## src/rtl/fb_pkg.sv

```systemverilog
package fb_pkg;

   // Register select codes on the bus offset field.
   typedef enum logic [1:0] {
      FB_OFF_ROW  = 2'd0,
      FB_OFF_COL  = 2'd1,
      FB_OFF_PIX  = 2'd2,
      FB_OFF_REFR = 2'd3
   } fb_off_e;

   // What drives the read data in the cycle after a request.
   typedef enum logic [1:0] {
      FB_RK_NONE = 2'd0,
      FB_RK_HOLD = 2'd1,
      FB_RK_PIX  = 2'd2
   } fb_rdkind_e;

endpackage

```

## src/rtl/fb_pos_regs.sv

```systemverilog
module fb_pos_regs #(
   parameter int FB_W   = 320,
   parameter int FB_H   = 240,
   parameter int REG_W  = 16,
   parameter int ADDR_W = 17
) (
   input  logic              clk,
   input  logic              rst_n,
   input  logic              wr_row_i,
   input  logic              wr_col_i,
   input  logic [REG_W-1:0]  wdata_i,
   output logic [REG_W-1:0]  row_o,
   output logic [REG_W-1:0]  col_o,
   output logic              in_range_o,
   output logic [ADDR_W-1:0] addr_o
);

   localparam logic [REG_W-1:0] W_L    = REG_W'(FB_W);
   localparam logic [REG_W-1:0] H_L    = REG_W'(FB_H);
   localparam bit               W_POW2 = ((FB_W & (FB_W - 1)) == 0);
   localparam int               W_SH   = (FB_W > 1) ? $clog2(FB_W) : 1;

   logic [REG_W-1:0] row_q;
   logic [REG_W-1:0] col_q;

   always_ff @(posedge clk) begin
      if (!rst_n) begin
         row_q <= '0;
         col_q <= '0;
      end else begin
         if (wr_row_i) row_q <= wdata_i;
         if (wr_col_i) col_q <= wdata_i;
      end
   end

   assign row_o      = row_q;
   assign col_o      = col_q;
   assign in_range_o = (row_q < H_L) && (col_q < W_L);

   // Linear address: a shift when the width is a power of two, else a multiply-add.
   generate
      if (W_POW2) begin : g_addr_shift
         logic [2*REG_W-1:0] lin;
         always_comb begin
            lin = ({{REG_W{1'b0}}, row_q} << W_SH) | {{REG_W{1'b0}}, col_q};
         end
         assign addr_o = lin[ADDR_W-1:0];
      end else begin : g_addr_mul
         logic [2*REG_W-1:0] lin;
         always_comb begin
            lin = ({{REG_W{1'b0}}, row_q} * {{REG_W{1'b0}}, W_L})
                  + {{REG_W{1'b0}}, col_q};
         end
         assign addr_o = lin[ADDR_W-1:0];
      end
   endgenerate

   // pointers only move on their own write strobe.
   p_row_hold_r2: assert property (@(posedge clk) disable iff (!rst_n)
      !wr_row_i |=> $stable(row_q));
   p_col_hold_r2: assert property (@(posedge clk) disable iff (!rst_n)
      !wr_col_i |=> $stable(col_q));

endmodule

```

## src/rtl/fb_pixel_port.sv

```systemverilog
module fb_pixel_port
   import fb_pkg::*;
#(
   parameter int REG_W  = 16,
   parameter int PIX_W  = 8,
   parameter int ADDR_W = 17,
   parameter int NPIX   = 76800
) (
   input  logic              clk,
   input  logic              rst_n,
   input  logic              bus_en,
   input  logic              bus_wr,
   input  logic [1:0]        bus_off,
   input  logic [REG_W-1:0]  bus_wdata,
   output logic [REG_W-1:0]  bus_rdata,
   input  logic [REG_W-1:0]  row_i,
   input  logic [REG_W-1:0]  col_i,
   input  logic              in_range_i,
   input  logic [ADDR_W-1:0] addr_i,
   output logic              wr_row_o,
   output logic              wr_col_o,
   output logic              mem_re,
   output logic              mem_we,
   output logic [PIX_W-1:0]  mem_wdata,
   input  logic [PIX_W-1:0]  mem_rdata,
   output logic              refresh_pulse
);

   localparam logic [ADDR_W:0] NPIX_L = (ADDR_W+1)'(NPIX);

   fb_off_e    off;
   logic       acc_wr;
   logic       acc_rd;
   fb_rdkind_e kind_d, kind_q;
   logic [REG_W-1:0] hold_d, hold_q;
   logic       refr_q;

   assign off    = fb_off_e'(bus_off);
   assign acc_wr = bus_en && bus_wr;
   assign acc_rd = bus_en && !bus_wr;

   // Write decode.
   assign wr_row_o  = acc_wr && (off == FB_OFF_ROW);
   assign wr_col_o  = acc_wr && (off == FB_OFF_COL);
   assign mem_we    = acc_wr && (off == FB_OFF_PIX) && in_range_i;
   assign mem_re    = acc_rd && (off == FB_OFF_PIX) && in_range_i;
   assign mem_wdata = bus_wdata[PIX_W-1:0];

   // Read steering for the following cycle.
   always_comb begin
      kind_d = FB_RK_NONE;
      hold_d = '0;
      if (acc_rd) begin
         unique case (off)
            FB_OFF_ROW: begin
               kind_d = FB_RK_HOLD;
               hold_d = row_i;
            end
            FB_OFF_COL: begin
               kind_d = FB_RK_HOLD;
               hold_d = col_i;
            end
            FB_OFF_PIX:  kind_d = in_range_i ? FB_RK_PIX : FB_RK_NONE;
            FB_OFF_REFR: kind_d = FB_RK_NONE;
            default:     kind_d = FB_RK_NONE;
         endcase
      end
   end

   always_ff @(posedge clk) begin
      if (!rst_n) begin
         kind_q <= FB_RK_NONE;
         hold_q <= '0;
         refr_q <= 1'b0;
      end else begin
         kind_q <= kind_d;
         hold_q <= hold_d;
         refr_q <= acc_wr && (off == FB_OFF_REFR);
      end
   end

   always_comb begin
      unique case (kind_q)
         FB_RK_HOLD: bus_rdata = hold_q;
         FB_RK_PIX:  bus_rdata = {{(REG_W-PIX_W){1'b0}}, mem_rdata};
         default:    bus_rdata = '0;
      endcase
   end

   assign refresh_pulse = refr_q;

   // a memory write never leaves the frame.
   p_we_bound_r5: assert property (@(posedge clk) disable iff (!rst_n)
      mem_we |-> ({1'b0, addr_i} < NPIX_L));
   // the strobe only follows a refresh write.
   p_refresh_src_r6: assert property (@(posedge clk) disable iff (!rst_n)
      refresh_pulse |-> $past(bus_en && bus_wr && (bus_off == 2'd3)));
   // pixel reads come back zero-extended.
   p_pix_zext_r4: assert property (@(posedge clk) disable iff (!rst_n)
      $past(mem_re) |-> (bus_rdata[REG_W-1:PIX_W] == '0));
   // no read request, no read data.
   p_idle_zero_r9: assert property (@(posedge clk) disable iff (!rst_n)
      $past(!(bus_en && !bus_wr)) |-> (bus_rdata == '0));

endmodule

```

## src/rtl/fb_palette.sv

```systemverilog
module fb_palette #(
   parameter int IDX_W    = 8,
   parameter int COL_W    = 8,
   parameter int HALF_LVL = 127,
   parameter int FULL_LVL = 255
) (
   input  logic [IDX_W-1:0] idx_i,
   output logic [COL_W-1:0] red_o,
   output logic [COL_W-1:0] green_o,
   output logic [COL_W-1:0] blue_o
);

   localparam logic [COL_W-1:0] HALF_L = COL_W'(HALF_LVL);
   localparam logic [COL_W-1:0] FULL_L = COL_W'(FULL_LVL);
   localparam int NCH = 3;

   logic [COL_W-1:0] chan [NCH];

   // Channel ch: half at index 1+ch, full at 4+ch, full at white (7).
   generate
      for (genvar ch = 0; ch < NCH; ch++) begin : g_chan
         always_comb begin
            if (idx_i == IDX_W'(1 + ch))      chan[ch] = HALF_L;
            else if (idx_i == IDX_W'(4 + ch)) chan[ch] = FULL_L;
            else if (idx_i == IDX_W'(7))      chan[ch] = FULL_L;
            else                              chan[ch] = '0;
         end
      end
   endgenerate

   assign red_o   = chan[0];
   assign green_o = chan[1];
   assign blue_o  = chan[2];

endmodule

```

## src/rtl/fb_pixel_window.sv

```systemverilog
module fb_pixel_window
   import fb_pkg::*;
#(
   parameter int FB_W     = 320,
   parameter int FB_H     = 240,
   parameter int REG_W    = 16,
   parameter int PIX_W    = 8,
   parameter int COL_W    = 8,
   parameter int HALF_LVL = 127,
   parameter int FULL_LVL = 255,
   localparam int NPIX    = FB_W * FB_H,
   localparam int ADDR_W  = $clog2(NPIX)
) (
   input  logic              clk,
   input  logic              rst_n,
   input  logic              bus_en,
   input  logic              bus_wr,
   input  logic [1:0]        bus_off,
   input  logic [REG_W-1:0]  bus_wdata,
   output logic [REG_W-1:0]  bus_rdata,
   output logic [ADDR_W-1:0] mem_addr,
   output logic              mem_re,
   output logic              mem_we,
   output logic [PIX_W-1:0]  mem_wdata,
   input  logic [PIX_W-1:0]  mem_rdata,
   output logic              refresh_pulse,
   input  logic [PIX_W-1:0]  pal_index,
   output logic [COL_W-1:0]  pal_red,
   output logic [COL_W-1:0]  pal_green,
   output logic [COL_W-1:0]  pal_blue
);

   // Elaboration-time parameter checks.
   generate
      if (PIX_W >= REG_W) begin : g_bad_pix
         $error("PIX_W must be narrower than REG_W");
      end
      if (FB_W < 2 || FB_H < 1) begin : g_bad_dim
         $error("frame dimensions too small");
      end
      if (FB_W >= (1 << REG_W) || FB_H >= (1 << REG_W)) begin : g_bad_ptr
         $error("pointer registers too narrow for the frame");
      end
      if (ADDR_W > 2 * REG_W) begin : g_bad_addr
         $error("address wider than pointer product");
      end
      if (HALF_LVL >= (1 << COL_W) || FULL_LVL >= (1 << COL_W)) begin : g_bad_lvl
         $error("colour level exceeds COL_W");
      end
   endgenerate

   logic [REG_W-1:0]  row;
   logic [REG_W-1:0]  col;
   logic              in_range;
   logic [ADDR_W-1:0] addr;
   logic              wr_row;
   logic              wr_col;

   fb_pos_regs #(
      .FB_W   (FB_W),
      .FB_H   (FB_H),
      .REG_W  (REG_W),
      .ADDR_W (ADDR_W)
   ) u_pos (
      .clk        (clk),
      .rst_n      (rst_n),
      .wr_row_i   (wr_row),
      .wr_col_i   (wr_col),
      .wdata_i    (bus_wdata),
      .row_o      (row),
      .col_o      (col),
      .in_range_o (in_range),
      .addr_o     (addr)
   );

   fb_pixel_port #(
      .REG_W  (REG_W),
      .PIX_W  (PIX_W),
      .ADDR_W (ADDR_W),
      .NPIX   (NPIX)
   ) u_port (
      .clk           (clk),
      .rst_n         (rst_n),
      .bus_en        (bus_en),
      .bus_wr        (bus_wr),
      .bus_off       (bus_off),
      .bus_wdata     (bus_wdata),
      .bus_rdata     (bus_rdata),
      .row_i         (row),
      .col_i         (col),
      .in_range_i    (in_range),
      .addr_i        (addr),
      .wr_row_o      (wr_row),
      .wr_col_o      (wr_col),
      .mem_re        (mem_re),
      .mem_we        (mem_we),
      .mem_wdata     (mem_wdata),
      .mem_rdata     (mem_rdata),
      .refresh_pulse (refresh_pulse)
   );

   fb_palette #(
      .IDX_W    (PIX_W),
      .COL_W    (COL_W),
      .HALF_LVL (HALF_LVL),
      .FULL_LVL (FULL_LVL)
   ) u_pal (
      .idx_i   (pal_index),
      .red_o   (pal_red),
      .green_o (pal_green),
      .blue_o  (pal_blue)
   );

   assign mem_addr = addr;

endmodule

```

## config.mk

```make
export PLATFORM = sky130hd
export DESIGN_NAME = fb_pixel_window
export DESIGN_NICKNAME = d
export VERILOG_FILES = /design/src/rtl/fb_pkg.sv /design/src/rtl/fb_pos_regs.sv /design/src/rtl/fb_pixel_port.sv /design/src/rtl/fb_palette.sv /design/src/rtl/fb_pixel_window.sv
export SDC_FILE = /design/constraint.sdc
export NUM_CORES = 1
export LEC_CHECK = 0
export BUFFER_PORTS_ARGS = -buffer_cell sky130_fd_sc_hd__buf_2
export CORE_MARGIN = 10
export CORE_UTILIZATION = 45
export DETAILED_ROUTE_END_ITERATION = 10
export MAX_ROUTING_LAYER = met4
export PLACE_DENSITY = 0.72
export SYNTH_ARGS = -nofsm -noshare
export SYNTH_HDL_FRONTEND = slang
export SYNTH_SLANG_ARGS = --single-unit
```

## constraint.sdc

```tcl
create_clock -name clk -period 8.15 [get_ports clk]
set_input_delay 1.2225 -clock clk [delete_from_list [all_inputs] [get_ports clk]]
set_output_delay 1.2225 -clock clk [all_outputs]
set_load 0.01 [all_outputs]
```

==> results of run 1 <==
==> cells in the final DEF (no fill, tap or decap), drive strengths merged, types with 2 or more instances in the layout <==
cell,synthesis,layout
o21ai,7,7
nor4,4,4
nor3,6,6
nand2b,3,3
a22oi,8,8
buf,37,105
nor3b,3,3
fa,2,2
inv,12,12
and3,3,3
nand2,75,75
or2,2,2
and2,10,10
o41ai,2,2
nand3,3,3
nor2,36,36
nand3b,2,2
a21o,5,5
a21boi,33,33
xnor2,16,16
clkbuf,11,7
a21oi,11,11
dfxtp,51,51
ha,28,28
nand4,3,3
mux2i,16,16
==> power by group <==
part / internal [uW] / switching (uW)
sequential: 253 / 4.38
clock: 77.3 / 83.9
combinational: 28.1 / 35.6
total: 358 / 124
==> metrics by stage <==
step	power (uW)	cell area (um2)	setup WS (ns)	hold slack, ns	utilization [%]
after CTS	483	3720	2.94	0.493	51.8
after global placement	326	3610	3.48	0.473	50.4
after global routing	499	3720	2.70	0.515	51.8
final	482	3720	2.95	0.491	51.8
after detailed placement	327	3610	3.30	0.482	50.4
after floorplan	304	3270	3.74	0.447	-
==> cell families after synthesis <==
| kind of cell | Yosys count | share of synthesized area [%] |
|---|---|---|
| xor gates and xnor gates | 17 | 4.55 |
| DFF | 51 | 31.2 |
| buffers and inverters | 60 | 10.7 |
| AOI/OAI and AO/OA | 72 | 15.7 |
| and+or+nand+nor | 153 | 20.9 |
| muxes | 16 | 4.90 |
| adders and majority gates | 30 | 11.9 |
==> synthesized netlist by cell type (4+ instances only) <==
cell type | n | area, um2
ha_1 | 28 | 350
inv_1 | 12 | 45.0
clkbuf_1 | 11 | 41.3
nor2_1 | 36 | 135
a21o_1 | 5 | 37.5
nor3_1 | 5 | 25.0
a21boi_0 | 30 | 225
mux2i_1 | 16 | 160
buf_4 | 32 | 240
xnor2_1 | 16 | 140
nor4_1 | 4 | 25.0
dfxtp_1 | 51 | 1020
a21oi_1 | 10 | 50.1
nand2_1 | 75 | 282
and2_1 | 10 | 62.6
a22oi_1 | 8 | 60.1
o21ai_0 | 7 | 35.0
buf_2 | 4 | 20.0
==> registers in the layout (all words and copies together) (netlist names) <==
register              count
u_port.kind_q             2
u_pos.row_o              16
u_pos.col_o              16
u_port.refresh_pulse      1
u_port.hold_q            16
==> area by class of cell <==
cell class              count  area (um2)  area share [%]
multi-input cells         288        1900            51.1
repair buffers            105         526            14.1
clock inverters             1        7.51           0.202
well taps                  99         124            3.33
inverters                  12        45.0            1.21
clock buffers               7        96.3            2.59
flip-flops and latches     51        1020            27.5
==> worst max path at each step <==
stage          depth (start not counted)      endpoint                   startpoint
2_1_floorplan                         14  mem_addr[16]  u_pos.row_o[1]$_SDFFE_PN0P_
3_3_place_gp                          15  mem_addr[16]  u_pos.row_o[1]$_SDFFE_PN0P_
3_5_place_dp                          15  mem_addr[16]  u_pos.row_o[1]$_SDFFE_PN0P_
4_1_cts                               15  mem_addr[16]  u_pos.row_o[1]$_SDFFE_PN0P_
5_1_grt                               15  mem_addr[16]  u_pos.row_o[1]$_SDFFE_PN0P_
6_report                              15  mem_addr[16]  u_pos.row_o[1]$_SDFFE_PN0P_
==> routing by layer <==
| layer | track usage [%] | share of wire (%) | vias to the layer above |
|---|---|---|---|
| met5 | - | 0 | - |
| met4 | 3.24 | 0.74 | 0 |
| met3 | 4.57 | 7.0 | 4 |
| met2 | 23.2 | 46 | 87 |
| met1 | 17.5 | 46 | 1307 |
| li1 | - | - | 1439 |
==> worst max-delay path, delay by kind of cell (launching register included) <==
family | cells | cell delay [ns]
and+or+nand+nor | 1 | 0.12
buffers and inverters | 1 | 0.15
xor gates and xnor gates | 3 | 0.44
AOI/OAI and AO/OA | 6 | 1.28
adders and majority gates | 4 | 1.28
DFF | 1 | 0.41
==> impl_metrics.toml, run 1 <==
[layout]
synthToLayoutAreaGrowth_pct = 13.7
stdcell_count = 563
drive_gt1_share_pct = 25.4
antenna_cells = 0
nets = 531
n_fill_cell = 682

[cts]
cts-resized-gates = 0
clk_path_buf_depth = 2
cts_tree = "yes"
cts_sinks = 51
clk_pin_slew_worst_paths_ns = 0.09
cts_setup_buffers = 0
cts_buffers = 5
cts-root-buf = "clkbuf_8"
clock_latency_ns = 0.31
hold_buffers = 0
h-tree-depth = 2

[worst_setup_path]
end_kind = "output port"
crit_type = "flip-flop to output port"
startpoint_type = "flip-flop"
slowest_stage = "a2111oi_0"
required_ns = 6.93
ff2ff_path_depth = 3
crit_path_cell_trace = "ha_1, ha_1, fa_1, a21o_1, a21oi_1, o21bai_1, a21oi_1, xnor2_1, ha_1, nand4_1, a2111oi_0, a211oi_1, xnor2_1, xnor2_1, buf_2"
cp.arrival_ns = 3.98
r2r_end = "u_port.kind_q[1]$_SDFF_PN0_"
crit_path_max_incr_delay_ns = 0.47
worst-path-max-fanout = 7
worstReg2RegStart = "u_pos.col_o[9]$_SDFFE_PN0P_"
reg2reg_setup_slack_ns = 6.79

[timing]
tns_ns = 0
hold_violations = 0
final-setup-viol-count = 0
max_slew_margin_pct = 27.8
fmax_mhz = 192
worstMarginPinSlew_ns = 1.08
final.period_utilization_pct = 63.8
grt_setup_unrepaired = "false"
finalCriticalPeriod_ns = 5.20
clock_skew_ns = 0.00734
maxSlewViolCount = 0

[route]
vias = 2837
firstDrtPassIters = 4
wl_mm = 8.30
antenna_left = 0
drt_iter0_markers = 128
vias_per_cell = 5.04
post_drt_wl_per_cell_um = 14.7
drcViolationCount = 0

[die]
io_pins = 106
fp.dieH_um = 105
core_area_mm2 = 0.00718
initial_core_util_pct = 45.6
num_rows = 31
dieArea_mm2 = 0.0111
die_x_um = 105

[logic_synthesis]
async_flop_share_pct = 0
synth-seq-area-share_pct = 31.2
synth_cells = 399
ys_ff_latch = 51
avgSynthCellArea_um2 = 8.19
ys_types = 41
synth.cell_area_mm2 = 0.00327
synthFlopType = "dfxtp_1"
synth_edf_count = 0
yosysWarnings = 0
synth_fp_nets = 467

[outcome]
status = "finished, final reports clean"

[hold_path]
holdPathStages = 2
hold_path.class = "flip-flop to flip-flop"
worstHoldStart = "u_pos.col_o[2]$_SDFFE_PN0P_"
holdPathEnd = "u_pos.col_o[2]$_SDFFE_PN0P_"

[pwr]
p_per_area_mw_per_mm2 = 130
cellLeakagePower_uw = 0.00177
vdd_drop_max_mv = 0.0884

[grt]
grt_pass1_vias = 2792
grt_antenna_before_repair = 0
grt_usage_pct = 14.5
grt_pass1_wl_mm = 13.3
grt_max_degree = 35
overflow = 0

[run]
drv_cap = 0

[placed_design]
dp_hpwl_mm = 6.78
dp_cells = 555
portBuffers = 105
place.gp.congestion = 0.921
Power figures use the tool's default switching activity.
==> run 2, diff against run 1 <==
- ABC_AREA: not set -> 1
- PLACE_DENSITY: 0.72 -> 0.71
- clock period: 8.15 -> 4.8 ns (I/O delays scaled with it)
==> run 2 against run 1 <==
Compared with the run above: core utilization fell by 1.1 points; clock-buffer cell count grew 1; design area increased by 4.3%; critical path type unchanged; highest routed layer unchanged.
==> impl_metrics.toml, run 2 <==
[hold_path]
worstHoldStart = "u_pos.row_o[15]$_SDFFE_PN0P_"
holdPathStages = 2
holdPathEnd = "u_port.hold_q[15]$_SDFF_PN0_"
hold_path.class = "flip-flop to flip-flop"

[run]
drv_cap = 0

[cts]
cts-resized-gates = 0
cts-root-buf = "clkbuf_8"
cts_tree = "yes"
hold_buffers = 0
clk_pin_slew_worst_paths_ns = 0.09
cts_sinks = 51
cts_buffers = 5
clock_latency_ns = 0.30
h-tree-depth = 2
cts_setup_buffers = 0
clk_path_buf_depth = 2

[logic_synthesis]
ys_types = 38
synth_top_cell_area_share_pct = 29.2
synth_edf_count = 0
yosysWarnings = 0
avgSynthCellArea_um2 = 7.10
yosys.area.top_type = "dfxtp_1"
synth_cells = 492
synth_area_leaders = "dfxtp_1 (29%), nand2_1 (10%), ha_1 (10%)"
synth.cell_area_mm2 = 0.00349
async_flop_share_pct = 0
post-synth-top-count-cell = "nand2_1"
synth_common_cells = "nand2_1 (97), nor2_1 (64), inv_1 (54)"
synthFlopType = "dfxtp_1"
synth_fp_nets = 560
ys_ff_latch = 51
synth-seq-area-share_pct = 29.2

[grt]
grt_pass1_vias = 3052
grt_util_met3_pct = 3.57
grt_antenna_before_repair = 0
overflow = 0
met2_usage_pct = 25.1
grt_max_degree = 35
grt_usage_pct = 15.8
use_met1_pct = 19.3
gr-max-usage-layer = "met2"
grt_pass1_wl_mm = 14.8

[die]
num_rows = 32
dieArea_mm2 = 0.0117
io_pins = 106
initial_core_util_pct = 45.6
core_area_mm2 = 0.00765
fp.dieH_um = 108
die_x_um = 108

[timing]
whs_ns = 0.472
maxSlewViolCount = 0
worstMarginPinSlew_ns = 0.801
hold_violations = 0
fmax_mhz = 267
tns_ns = 0
final.period_utilization_pct = 78.0
finalCriticalPeriod_ns = 3.75
grt_setup_unrepaired = "false"
final-setup-viol-count = 0
clock_skew_ns = 0.00497
max_slew_margin_pct = 46.4

[worst_setup_path]
required_ns = 4.08
worst-path-max-fanout = 4
startpoint_type = "flip-flop"
reg2reg_setup_slack_ns = 3.67
cp.arrival_ns = 3.03
r2r_end = "u_port.kind_q[1]$_SDFF_PN0_"
ff2ff_path_depth = 5
end_kind = "output port"
worstReg2RegStart = "u_pos.col_o[7]$_SDFFE_PN0P_"
crit_type = "flip-flop to output port"

[layout]
layout_common_cells = "buf_2 (105), nand2_1 (97), nor2_1 (64)"
synthToLayoutAreaGrowth_pct = 11.1
final_common_cell = "buf_2"
antenna_cells = 0
nets = 623
drive_gt1_share_pct = 24.5

[pwr]
power.switching_uw = 241
clock_power_share_pct = 31.2
vdd_drop_max_mv = 0.132
combPwrFrac_pct = 17.3
cellLeakagePower_uw = 0.00209
swShare_pct = 28.0
seqPwrFrac_pct = 51.6
p_per_area_mw_per_mm2 = 223
p_int_uw = 622

[route]
wl_mm = 9.41
antenna_left = 0
post_drt_wl_per_cell_um = 14.3
firstDrtPassIters = 4
drt_iter0_markers = 222
vias_per_cell = 4.98
drcViolationCount = 0
vias = 3277

[placed_design]
place.gp.congestion = 0.940
portBuffers = 105
dp_hpwl_mm = 7.50

[outcome]
status = "finished, final reports clean"
-- run 2: cell count changes in the layout (fill, tap and decap cells not counted), sizes merged, moves of 12 or more --
cell / previous run / this run
xnor2: 16 / 4
o21ai: 7 / 32
a21oi: 11 / 45
mux2i: 16 / 0
nand3: 3 / 30
nand2: 75 / 100
nor2: 36 / 66
a21boi: 33 / 0
inv: 12 / 57
-- run 2: final cells by class --
type / count / area [um2]
Multi-Input combinational cell: 335 / 1880
Timing Repair Buffer: 105 / 526
Inverter: 57 / 224
Tap cell: 102 / 128
Fill cell: 766 / 3770
Clock buffer: 8 / 100
Sequential cell: 51 / 1020
-- run 2: cells by family (layout without fill, tap and decap cells) --
group / count (synthesis) / count (layout) / synth area share (%)
simple gates: 209 / 209 / 25.9
buf+inv: 106 / 170 / 16.9
compound gates: 86 / 86 / 14.3
flops: 51 / 51 / 29.2
xor+xnor: 10 / 10 / 2.51
fa+ha+maj: 30 / 30 / 11.2
-- run 2: worst max path at each step --
| stage | start | end | slack, ns |
|---|---|---|---|
| after floorplan | pal_index[7] | pal_blue[1] | 1.61 |
| after global routing | u_pos.row_o[3]$_SDFFE_PN0P_ | mem_addr[16] | 0.82 |
| after detailed placement | u_pos.row_o[3]$_SDFFE_PN0P_ | mem_addr[16] | 1.37 |
| after CTS | u_pos.row_o[3]$_SDFFE_PN0P_ | mem_addr[16] | 1.04 |
| final | u_pos.row_o[3]$_SDFFE_PN0P_ | mem_addr[16] | 1.05 |
| after global placement | u_pos.row_o[1]$_SDFFE_PN0P_ | mem_addr[16] | 1.45 |
-- run 2: per-layer routing --
layer / wire length (um) / part of all wire, %
met5: 0 / 0
met4: 193 / 2.1
met3: 720 / 7.7
met2: 4350 / 46
met1: 4150 / 44
-- run 2: through the flow --
stage | power, uW | worst slack (ns) | util [%] | instance area (um2) | std cells
floorplan | 556 | 1.61 | - | 3490 | 492
global placement | 601 | 1.45 | 49.4 | 3780 | 650
detailed placement | 603 | 1.37 | 49.4 | 3780 | 650
CTS | 863 | 1.04 | 50.7 | 3880 | 658
global route | 900 | 0.821 | 50.7 | 3880 | 658
finish | 863 | 1.05 | 50.7 | 3880 | 658
-- run 2: power by group through the flow --
| stage | Combinational (uW) | Clock [uW] | Sequential [uW] |
|---|---|---|---|
| after CTS | 150 | 268 | 444 |
| after global placement | 147 | 0 | 454 |
| after floorplan | 106 | 0 | 450 |
| after detailed placement | 149 | 0 | 454 |
| final | 149 | 269 | 445 |
| after global routing | 167 | 287 | 446 |
-- run 2: critical path, stage by stage (launching register included) --
cell and delay [ns]:
dfxtp_1 0.40, ha_1 0.26, ha_1 0.23, fa_1 0.42
nand4_1 0.11, o211ai_1 0.10, xor2_1 0.16, ha_1 0.34
nand2_1 0.09, nor2_1 0.13, nand3_1 0.08, nand3_1 0.11
inv_1 0.05, nand2_1 0.05, nand2_1 0.04, buf_2 0.13
